`config.mk`:
```
export PLATFORM = sky130hd
export DESIGN_NAME = issue_age_arbiter
export DESIGN_NICKNAME = d
export VERILOG_FILES = /design/src/rtl/iss_pkg.sv /design/src/rtl/iss_elig.sv /design/src/rtl/iss_pick.sv /design/src/rtl/issue_age_arbiter.sv
export SDC_FILE = /design/constraint.sdc
export NUM_CORES = 1
export LEC_CHECK = 0
export CORE_MARGIN = 3
export CORE_UTILIZATION = 50
export CTS_CLUSTER_SIZE = 28
export DETAILED_ROUTE_END_ITERATION = 7
export PLACE_DENSITY = 0.94
export SYNTH_ARGS = -nofsm -noshare
export SYNTH_HDL_FRONTEND = slang
export SYNTH_SLANG_ARGS = --single-unit
export TNS_END_PERCENT = 30
```
`constraint.sdc`:
```
create_clock -name clk -period 48.7 [get_ports clk]
set_input_delay 9.74 -clock clk [delete_from_list [all_inputs] [get_ports clk]]
set_output_delay 9.74 -clock clk [all_outputs]
set_load 0.01 [all_outputs]
```
`src/rtl/iss_pkg.sv`:
```
package iss_pkg;
    localparam int NCLS = 6;

    typedef enum logic [2:0] {
        C_INT  = 3'd0,
        C_FP   = 3'd1,
        C_BR   = 3'd2,
        C_MEM  = 3'd3,
        C_MISC = 3'd4,
        C_SQ   = 3'd5
    } cls_e;

    typedef enum logic [1:0] {
        S_IDLE = 2'd0,
        S_PICK = 2'd1,
        S_DONE = 2'd2
    } st_e;
endpackage

```
`src/rtl/iss_elig.sv`:
```
module iss_elig
    import iss_pkg::*;
#(
    parameter int ISSUE_W = 4,
    parameter int INT_CAP = 2,
    parameter int FP_CAP  = 1,
    parameter int BR_CAP  = 1,
    parameter int MEM_CAP = 2,
    parameter int CNT_W   = $clog2(ISSUE_W + 1)
) (
    input  logic [NCLS-1:0]            vld,
    input  logic [NCLS-1:0][CNT_W-1:0] cnt,
    output logic [NCLS-1:0]            elig
);
    for (genvar c = 0; c < NCLS; c++) begin : g_cls
        localparam int CAP = (c == 0) ? INT_CAP :
                             (c == 1) ? FP_CAP  :
                             (c == 2) ? BR_CAP  :
                             (c == 3) ? MEM_CAP : ISSUE_W;
        assign elig[c] = vld[c] && (cnt[c] < CNT_W'(CAP));
    end
endmodule

```
`src/rtl/iss_pick.sv`:
```
module iss_pick
    import iss_pkg::*;
#(
    parameter int SEQ_W = 8
) (
    input  logic [NCLS-1:0]            elig,
    input  logic [NCLS-1:0][SEQ_W-1:0] seq,
    output logic                       any,
    output logic [2:0]                 idx
);
    logic [SEQ_W-1:0] best;

    // Strict compare in ascending class order keeps the lower class on ties.
    always_comb begin
        any  = 1'b0;
        idx  = 3'd0;
        best = '0;
        for (int c = 0; c < NCLS; c++) begin
            if (elig[c] && (!any || seq[c] < best)) begin
                any  = 1'b1;
                idx  = 3'(c);
                best = seq[c];
            end
        end
    end
endmodule

```
`src/rtl/issue_age_arbiter.sv`:
```
module issue_age_arbiter
    import iss_pkg::*;
#(
    parameter int ISSUE_W = 4,
    parameter int INT_CAP = 2,
    parameter int FP_CAP  = 1,
    parameter int BR_CAP  = 1,
    parameter int MEM_CAP = 2,
    parameter int SEQ_W   = 8,
    parameter int TAG_W   = 8
) (
    input  logic                                          clk,
    input  logic                                          rst_n,
    input  logic                                          start_i,
    input  logic [5:0]                                    head_vld_i,
    input  logic [5:0][SEQ_W-1:0]                         head_seq_i,
    input  logic [5:0]                                    head_sq_i,
    input  logic [5:0][TAG_W-1:0]                         head_tag_i,
    output logic [5:0]                                    pop_o,
    output logic                                          busy_o,
    output logic                                          done_o,
    output logic [ISSUE_W-1:0][TAG_W-1:0]                 bundle_tag_o,
    output logic [ISSUE_W-1:0][2:0]                       bundle_cls_o,
    output logic [$clog2(ISSUE_W+1)-1:0]                  bundle_cnt_o,
    output logic [5:0][$clog2(ISSUE_W+1)-1:0]             cls_cnt_o,
    output logic [$clog2(ISSUE_W+1)-1:0]                  freed_o
);
    localparam int CNT_W = $clog2(ISSUE_W + 1);
    localparam logic [NCLS-1:0] DROP_MASK = NCLS'((1 << (NCLS - 1)) - 1);

    st_e st_q, st_d;
    logic [NCLS-1:0][CNT_W-1:0] cnt_q;
    logic [CNT_W-1:0]           tot_q;
    logic [ISSUE_W-1:0][TAG_W-1:0] tag_q;
    logic [ISSUE_W-1:0][2:0]    cls_q;

    logic [NCLS-1:0] elig, drop;
    logic            any_win, do_drop, do_issue;
    logic [2:0]      win_idx, drop_idx;

    iss_elig #(
        .ISSUE_W(ISSUE_W), .INT_CAP(INT_CAP), .FP_CAP(FP_CAP),
        .BR_CAP(BR_CAP), .MEM_CAP(MEM_CAP), .CNT_W(CNT_W)
    ) u_elig (
        .vld  (head_vld_i),
        .cnt  (cnt_q),
        .elig (elig)
    );

    iss_pick #(.SEQ_W(SEQ_W)) u_pick (
        .elig (elig),
        .seq  (head_seq_i),
        .any  (any_win),
        .idx  (win_idx)
    );

    assign drop = elig & head_sq_i & DROP_MASK;

    always_comb begin
        drop_idx = 3'd0;
        for (int c = NCLS - 1; c >= 0; c--) begin
            if (drop[c]) drop_idx = 3'(c);
        end
    end

    // Next state and pop decisions.
    always_comb begin
        st_d     = st_q;
        pop_o    = '0;
        do_drop  = 1'b0;
        do_issue = 1'b0;
        unique case (st_q)
            S_IDLE: if (start_i) st_d = S_PICK;
            S_PICK: begin
                if (|drop) begin
                    do_drop         = 1'b1;
                    pop_o[drop_idx] = 1'b1;
                end else if (any_win) begin
                    do_issue       = 1'b1;
                    pop_o[win_idx] = 1'b1;
                    if (tot_q == CNT_W'(ISSUE_W - 1)) st_d = S_DONE;
                end else begin
                    st_d = S_DONE;
                end
            end
            S_DONE:  st_d = S_IDLE;
            default: st_d = S_IDLE;
        endcase
    end

    // State register.
    always_ff @(posedge clk or negedge rst_n) begin
        if (!rst_n) st_q <= S_IDLE;
        else        st_q <= st_d;
    end

    // Bundle and count registers.
    always_ff @(posedge clk or negedge rst_n) begin
        if (!rst_n) begin
            cnt_q <= '0;
            tot_q <= '0;
            tag_q <= '0;
            cls_q <= '0;
        end else if (st_q == S_IDLE && start_i) begin
            cnt_q <= '0;
            tot_q <= '0;
            tag_q <= '0;
            cls_q <= '0;
        end else if (do_issue) begin
            for (int s = 0; s < ISSUE_W; s++) begin
                if (tot_q == CNT_W'(s)) begin
                    tag_q[s] <= head_tag_i[win_idx];
                    cls_q[s] <= win_idx;
                end
            end
            cnt_q[win_idx] <= cnt_q[win_idx] + 1'b1;
            tot_q          <= tot_q + 1'b1;
        end
    end

    assign busy_o       = (st_q != S_IDLE);
    assign done_o       = (st_q == S_DONE);
    assign bundle_tag_o = tag_q;
    assign bundle_cls_o = cls_q;
    assign bundle_cnt_o = tot_q;
    assign cls_cnt_o    = cnt_q;
    assign freed_o      = tot_q;
endmodule

```
---- Word level (Yosys, flattened, before mapping) ----
Cells that the tools add are included.
operators by class
  equality and inequality tests ........... 8
  $lt $le $gt $ge ......................... 15
  bitwise logic cells ..................... 1
  add/subtract/negate cells ............... 2
  reduce and logical (&&, ||, !) cells .... 38
  muxes and demuxes ....................... 59
operators by type and width
  kind                 count
  $mux 8               10
  $mux 32              2
  $mux 3               15
  $lt 8x8->1           5
  $mux 18              2
  $bmux 8 s3           1
  $mux 12              2
  $bwmux 18            1
  $mux 6               3
  $logic_and 1x1->1    14
  $mux 1               12
  $mux 2               6
  $reduce_bool 2->1    6
  $bmux 3 s3           1
  $demux 3 s3          1
  $lt 3x4->1 const B   2
  $reduce_and 2->1     4
  $add 3x1->3 const B  2
  $demux 1 s3          2
  $eq 3x2->1 const B   2
  $ge 3x1->1 const B   2
  $lt 3x1->1 const B   2
  $lt 3x2->1 const B   2
  $lt 3x3->1 const B   2
  other kinds (13)     22
storage, ports and cells
  bits in registers ....................... 67
  output and inout bits ................... 76

---- Depth between registers and ports, before layout ----
Gate-level depths: netlist of run 1.
  depth after elaboration ................. 30
  mapped depth ............................ 57

---- Hierarchy ----
From an unflattened synthesis of run 1, not the netlist that was laid out.
second synthesis, totals
  cells, all modules ...................... 612
  area total of the unflattened synthesis .. 5704.2 um^2
modules (own cells, without submodules)
  module             area an instance (um^2)  cells an instance  seq. area each (um^2)  times used
  issue_age_arbiter  3952.5                   374                1676.6                 1
  iss_pick           1694.1                   232                0.0                    1
  iss_elig           57.6                     6                  0.0                    1

---- Worst setup path before layout of run 1 ----
No wires, ideal clock.
  kind .................................... input port to output port
  from .................................... input port head_vld_i[0]
  to ...................................... output port pop_o[3]
  setup slack ............................. 18936 ps
  arrival time ............................ 20024 ps
  stages on the path ...................... 51
  required time ........................... 38960 ps
  cells stage by stage .................... nor3b_2 > clkbuf_1 > nand2_1 > ha_1 > a211o_1 > a21oi_1 > a211o_1 > and2_1 > clkbuf_1 > clkbuf_1 > nand2_1 > o21ai_0 > inv_1 > ha_1 > and2_1 > or4_1 > a21oi_1 > o31ai_1 > (+15 left out) > a211o_1 > o211ai_2 > nand2_1 > clkbuf_1 > clkbuf_1 > o21ai_0 > ha_1 > a21o_1 > a21o_1 > a21oi_1 > o211ai_1 > nor2_1 > o21ai_0 > o41a_4 > buf_6 > nand3_1 > nor2_1 > a41o_1
between the ends
  longest elaborated chain between the ends .. 29
  elaborated cells on any way between the ends .. 53
ends and longest elaborated chain
  item                                                            RTL line                 RTL
  start, declared                                                 issue_age_arbiter.sv:15  input logic [5:0] head_vld_i,
  $logic_and 1x1->1 (*)                                           iss_elig.sv:20           assign elig[c] = vld[c] && (cnt[c] < CNT_W'(CAP));
  $mux 8 or $mux 1 (tied branches)                                iss_pick.sv:19           if (elig[c] && (!any || seq[c] < best)) begin
  $lt 8x8->1 or $logic_not 1->1 (tied branches)                   iss_pick.sv:19
  $logic_or 1x1->1                                                iss_pick.sv:19
  $logic_and 1x1->1                                               iss_pick.sv:19
  $mux 8 or $mux 1 (tied branches)                                iss_pick.sv:19
  $lt 8x8->1 or $logic_not 1->1 (tied branches)                   iss_pick.sv:19
  $logic_or 1x1->1                                                iss_pick.sv:19
  (+13 left out)                                                  n/a
  $mux 3                                                          iss_pick.sv:19
  $lt 3x4->1 (implied by the code) or $ge 3x1->1 (tied branches)  issue_age_arbiter.sv:80  pop_o[win_idx] = 1'b1;
  $logic_and 1x1->1 (implied by the code)                         issue_age_arbiter.sv:80
  $mux 1 (implied by the code)                                    issue_age_arbiter.sv:80
  $demux 1 s3                                                     issue_age_arbiter.sv:80
  $mux 6                                                          issue_age_arbiter.sv:78  end else if (any_win) begin
  $mux 6 (*)                                                      issue_age_arbiter.sv:75  if (|drop) begin
  $mux 6 (*)                                                      issue_age_arbiter.sv:72  unique case (st_q)
  end, declared                                                   issue_age_arbiter.sv:19  output logic [5:0] pop_o,
Mark *: on every way between the ends. The rest lies on a longest branch, timed or not.

---- Worst setup path in the final report of run 1 ----
  from .................................... input port head_vld_i[0]
  to ...................................... output port pop_o[2]
Same word-level chain as after synthesis.

==> results of run 1 <==
[layout make-up]
type | instances | area, um2 | area share
antenna | 1 | 2.50 | 0.000333
clock buffer | 11 | 131 | 0.0175
clock inverter | 5 | 53.8 | 0.00715
inverter | 17 | 63.8 | 0.00848
multi-input combinational | 526 | 3560 | 0.473
sequential | 67 | 1680 | 0.223
tap | 136 | 170 | 0.0226
timing repair buffer | 188 | 1870 | 0.248
[layer usage]
layer	share of wire	wire [um]	global-route usage	vias up
li1	-	-	-	2727
met5	0	0	0	-
met3	0.083	1590	0.0584	69
met4	0.044	837	0.135	0
met2	0.48	9230	0.506	356
met1	0.39	7450	0.378	2845
[report_power, final]
part,internal [mW],leakage [nW],switching (mW)
combinational,0.134,2.22,0.193
clock,0.0235,0.0971,0.0227
sequential,0.0757,0.894,0.0156
[worst paths after layout]
check	startpoint	slack, ns	cells after the start	endpoint
worst min register to register	cls_cnt_o[15]$_DFFE_PN0P_	0.53	1	cls_cnt_o[15]$_DFFE_PN0P_
worst max-delay path	head_vld_i[0]	16.36	42	pop_o[2]
worst max register to register	cls_cnt_o[1]$_DFFE_PN0P_	35.85	42	cls_cnt_o[5]$_DFFE_PN0P_
worst min-delay path	cls_cnt_o[15]$_DFFE_PN0P_	0.53	1	cls_cnt_o[15]$_DFFE_PN0P_
max in group asynchronous	rst_n	38.57	2	bundle_tag_o[16]$_DFFE_PN0P_
min in group asynchronous	rst_n	9.56	2	bundle_cls_o[5]$_DFFE_PN0P_
[synth_stat cells (all sizes together) (2+ instances only)]
| library cell | instances | area [um2] |
|---|---|---|
| nand2 | 91 | 342 |
| dfrtp | 67 | 1680 |
| o21ai | 65 | 329 |
| ha | 41 | 513 |
| nor2 | 37 | 141 |
| a21oi | 36 | 184 |
| and3 | 29 | 181 |
| a31oi | 25 | 156 |
| clkbuf | 23 | 86.3 |
| buf | 19 | 110 |
| nor3 | 18 | 95.1 |
| inv | 17 | 63.8 |
| and2 | 14 | 90.1 |
| mux2i | 13 | 130 |
| o21a | 13 | 97.6 |
| o211ai | 12 | 110 |
| nand3 | 11 | 60.1 |
| a211oi | 10 | 100 |
| a21boi | 10 | 75.1 |
| a22o | 10 | 87.6 |
| o31ai | 9 | 92.6 |
| nor2b | 8 | 50.1 |
| or2 | 7 | 43.8 |
| a22oi | 6 | 45.0 |
| nand2b | 6 | 45.0 |
| a21o | 5 | 37.5 |
| a2111oi | 4 | 47.6 |
| a211o | 4 | 35.0 |
| nand4 | 4 | 25.0 |
| nor4 | 4 | 40.0 |
| a311o | 3 | 30.0 |
| o21bai | 3 | 22.5 |
| a41o | 2 | 20.0 |
| nor3b | 2 | 20.0 |
| nor4b | 2 | 47.6 |
| o211a | 2 | 20.0 |
| or3 | 2 | 12.5 |
| or3b | 2 | 17.5 |
| or4b | 2 | 23.8 |
[worst register-to-register path: cells and delay by family (launching register included)]
| family | cells | cell delay, ns |
|---|---|---|
| simple gates | 12 | 2.73 |
| fa+ha+maj | 6 | 1.81 |
| buf+inv | 2 | 0.32 |
| mux | 2 | 0.79 |
| compound gates | 20 | 6.66 |
| flops | 1 | 0.45 |
[registers in the layout (all words and copies together) (netlist names)]
register,cells
bundle_cls_o,12
bundle_cnt_o,3
bundle_tag_o,32
cls_cnt_o,18
st_q,2
[kinds of logic (layout without fill, tap and decap cells)]
group                      after synthesis  count (layout)  share of synthesized area
other                                    0               1                          0
DFF                                     67              67                      0.306
muxes                                   14              14                     0.0258
buffers and inverters                   59             221                     0.0475
and+or+nand+nor                        243             243                      0.232
AOI/OAI and AO/OA                      228             228                      0.295
adders and majority gates               41              41                     0.0936
==> out/results.ini, run 1 <==
[run_status]
outcome = finished clean

[placed_design]
place_ws_ns = 16.58
io_buffers = 185
hpwlAfterDp_mm = 14.5
dpl_cell_area_um2 = 7340
gp_congestion = 0.906
placed_cells = 934

[clock_network]
cts_buffer_depth = 2
cts_resized = 0
holdBufCountCts = 0
clkSinkCount = 67
clockRootBuffer = clkbuf_8
cts_tree = yes
cts_setup_buffers = 0
clk_pin_slew_ns = 0.07
cts_htree_levels = 3
cts_inserted_buffers = 9
worstSkewPairLatency_ns = 0.37

[setup_path]
worst_ep_arrival_time_ns = 22.60
path_delay_family = compound AO/OA/AOI/OAI gates
critical_path_buf_inv_count = 4
crit_required_ns = 38.96
path_max_fanout = 45
cp_slowest_cell = o31ai_4
slowest_delay_ns = 0.89
critPathCaptureType = primary output
path_class = in2out
start_kind = primary input

[timing]
setup_slack_ns = 16.36
setup_tns_ns = 0
hold_violations = 0
clock.fmax_mhz = 30.9
setup_viol = 0
slew_headroom = 0.316
finalClockSkew_ns = 0.00870
whs_ns = 0.532
fin_crit_sh = 0.664
finalMaxSlewViolations = 0
rsz0062_at_grt = no
finalCriticalPeriod_ns = 32.34
worstMarginPinSlew_ns = 1.03

[power_and_ir_drop]
leakage_nw = 3.21
finalPower_uw = 465
peakVddDrop_mv = 0.0320
power_density_nw_per_um2 = 61.8

[floorplan]
rows = 37
fp.dieArea_um2 = 12300
io-pin-count = 187
fp.dieH_um = 111
die_w_um = 111
initial_utilization = 0.521
core_area_um2 = 10500

[routing]
drc_errors = 0
viasPerCell = 6.31
wire_per_inst_um = 20.1
drt_iter0_markers = 518
wl_mm = 19.1
postRouteAntennaNets = 0
drt_first_pass_iters = 6
vias = 5997

[finish]
area_growth_pct = 37.3
final_cell_mix = clkdlybuf4s50_1, nand2_1, dfrtp_1
stdcell_count = 951
finish.utilization = 0.716
stdcell_area_um2 = 7520
drive_gt1_frac = 0.0676
fin_nets = 961
num-fill-cells = 766
layout_commonest_cell = clkdlybuf4s50_1

[synth]
synth_area_um2 = 5480
synth_edf_count = 0
ys.flop_type = dfrtp_1
ys_types = 74
synth-seq-cells = 67
synth_area_per_cell_um2 = 8.41
synth_warnings = 0
syn-instance-count = 652
syn_nets = 804
ys_seq_area_frac = 0.306
async_flop_share = 1.00

[global_route]
grt_pass1_wl_mm = 30.4
grt_pass1_vias = 5979
grtUsageTotal = 0.303
grt_overflow = 0
antenna_found_initial = 1
grt_max_degree = 68

[flow_run]
maxCapViolations = 0

[min_path]
holdCritPathClass = reg2reg

No activity file was read; power rests on OpenSTA's default activity.
==> run 2, diff against run 1 <==
--- a/config.mk
+++ b/config.mk
@@ -6,10 +6,10 @@
 export NUM_CORES = 1
 export LEC_CHECK = 0
 export CORE_MARGIN = 3
-export CORE_UTILIZATION = 50
+export CORE_UTILIZATION = 47
 export CTS_CLUSTER_SIZE = 28
 export DETAILED_ROUTE_END_ITERATION = 7
-export PLACE_DENSITY = 0.94
+export PLACE_DENSITY = 0.89
 export SYNTH_ARGS = -nofsm -noshare
 export SYNTH_HDL_FRONTEND = slang
 export SYNTH_SLANG_ARGS = --single-unit
==> constraint.sdc (replaced) <==
create_clock -name clk -period 31.8 [get_ports clk]
set_input_delay 6.36 -clock clk [delete_from_list [all_inputs] [get_ports clk]]
set_output_delay 6.36 -clock clk [all_outputs]
set_load 0.01 [all_outputs]
==> run 2 against run 1 <==
Sequential power increased by 54%. Clock-buffer cell count unchanged. Clock skew is 0.00099 ns lower. Cell count rose by 0.32%. Register-to-register slack worse by 17 ns. First-iteration DRC count is 9.5% lower. Wire length rose by 0.53%. Non-clock buffer count stayed put. Power grew 59%. Worst hold slack better by 0.00059 ns. Critical path type unchanged. Largest power group unchanged.
==> out/results.ini, run 2 (synthesized netlist as in run 1, its figures left out) <==
[run_status]
outcome = finished clean

[placed_design]
hpwlAfterDp_mm = 14.6
io_buffers = 185
gp_congestion = 0.889

[finish]
drive_gt1_frac = 0.0676
layout_commonest_cell = clkdlybuf4s50_1
fin_nets = 961
final_cell_mix = clkdlybuf4s50_1, nand2_1, dfrtp_1
n_antenna_cell = 0
area_growth_pct = 39.2
largest_reg_flops = 32

[global_route]
grt_pass1_wl_mm = 30.3
grt_max_degree = 68
grtUsageTotal = 0.292
grt_pass1_vias = 6001
grt_overflow = 0
antenna_found_initial = 0

[floorplan]
fp.dieArea_um2 = 13000
fp.dieH_um = 114
io-pin-count = 187
core_area_um2 = 11100
rows = 38
initial_utilization = 0.493
die_w_um = 114

[setup_path]
slowest_delay_ns = 0.86
critPathCaptureType = primary output
path_delay_family = compound AO/OA/AOI/OAI gates
crit_required_ns = 25.44
worst_ep_arrival_time_ns = 19.67
cp_common_cell = a21oi_1
critical_path_buf_inv_count = 4
path_max_fanout = 45
path_class = in2out
start_kind = primary input
cp_slowest_cell = o32ai_4

[flow_run]
maxCapViolations = 0

[timing]
finalMaxSlewViolations = 0
hold_violations = 0
slew_headroom = 0.305
setup_viol = 0
setup_tns_ns = 0
finalClockSkew_ns = 0.00771
whs_ns = 0.533
fin_crit_sh = 0.819
worstMarginPinSlew_ns = 1.04
rsz0062_at_grt = no
finalCriticalPeriod_ns = 26.03
clock.fmax_mhz = 38.4

[clock_network]
cts_resized = 0
cts_tree = yes
cts_inserted_buffers = 9
cts_buffer_depth = 2
clockRootBuffer = clkbuf_16
clk_pin_slew_ns = 0.06
clkSinkCount = 67
holdBufCountCts = 0
cts_htree_levels = 3
worstSkewPairLatency_ns = 0.33
cts_setup_buffers = 0

[routing]
drc_errors = 0
drt_iter0_markers = 469
wl_mm = 19.2
postRouteAntennaNets = 0
drt_first_pass_iters = 5
wire_per_inst_um = 20.1
vias = 5966
viasPerCell = 6.25

[power_and_ir_drop]
peakVddDrop_mv = 0.0526
power_frac_comb = 0.680
swShare = 0.484
switching_power_uw = 358
p_clk_frac = 0.130
power_density_nw_per_um2 = 97.0
intPower_uw = 382
leakage_nw = 3.26
p_seq_frac = 0.189

[min_path]
holdCritPathClass = reg2reg

[run 2: metrics by stage]
step                      setup WS, ns  std cells   util  cell area [um2]  power, mW
after CTS                         6.05        954  0.686             7630      0.732
after global placement            6.31        938  0.660             7340      0.609
after detailed placement          6.11        938  0.660             7340      0.633
final                             5.77        954  0.686             7630      0.740
after floorplan                   8.80        652      -             5480      0.465
after global routing              5.02        954  0.686             7630      0.793
[run 2: worst reg2reg max path: cells and delay by family, from the launching register on]
kind / cells / cell delay [ns]
fa+ha+maj: 6 / 1.86
flops: 1 / 0.43
buf+inv: 2 / 0.35
compound gates: 23 / 6.04
simple gates: 12 / 3.84
mux: 2 / 0.69
[run 2: power by group through the flow]
| stage | Clock (mW) | Sequential (mW) | Combinational [mW] |
|---|---|---|---|
| 3_3_place_gp | 0 | 0.139 | 0.469 |
| 6_report | 0.0965 | 0.140 | 0.504 |
| 3_5_place_dp | 0 | 0.141 | 0.492 |
| 5_1_grt | 0.101 | 0.144 | 0.548 |
| 2_1_floorplan | 0 | 0.149 | 0.316 |
| 4_1_cts | 0.0970 | 0.140 | 0.495 |
[run 2: worst paths after layout]
check                                                from                            to  slack, ns  depth (start not counted)
max in group asynchronous                           rst_n  bundle_tag_o[18]$_DFFE_PN0P_      25.02                          2
worst max register to register   cls_cnt_o[1]$_DFFE_PN0P_      cls_cnt_o[5]$_DFFE_PN0P_      18.49                         45
worst min-delay path            cls_cnt_o[15]$_DFFE_PN0P_     cls_cnt_o[15]$_DFFE_PN0P_       0.53                          1
min in group asynchronous                           rst_n   bundle_cls_o[2]$_DFFE_PN0P_       6.23                          2
worst min register to register  cls_cnt_o[15]$_DFFE_PN0P_     cls_cnt_o[15]$_DFFE_PN0P_       0.53                          1
worst max-delay path                        head_vld_i[0]                      pop_o[2]       5.77                         45
[run 2: layout make-up]
cell class	instances	area, um2
fillers	860	3500
clock inverters	5	53.8
flip-flops and latches	67	1680
multi-input cells	526	3560
clock buffers	11	233
well taps	140	175
inverters	17	63.8
repair buffers	188	1870
[run 2: layer usage]
metal	vias up	GRT usage	share of wire	wire length [um]
li1	2738	-	-	-
met1	2823	0.363	0.39	7590
met2	344	0.499	0.49	9380
met3	61	0.0605	0.084	1610
met4	0	0.108	0.033	637
met5	-	0	0	0
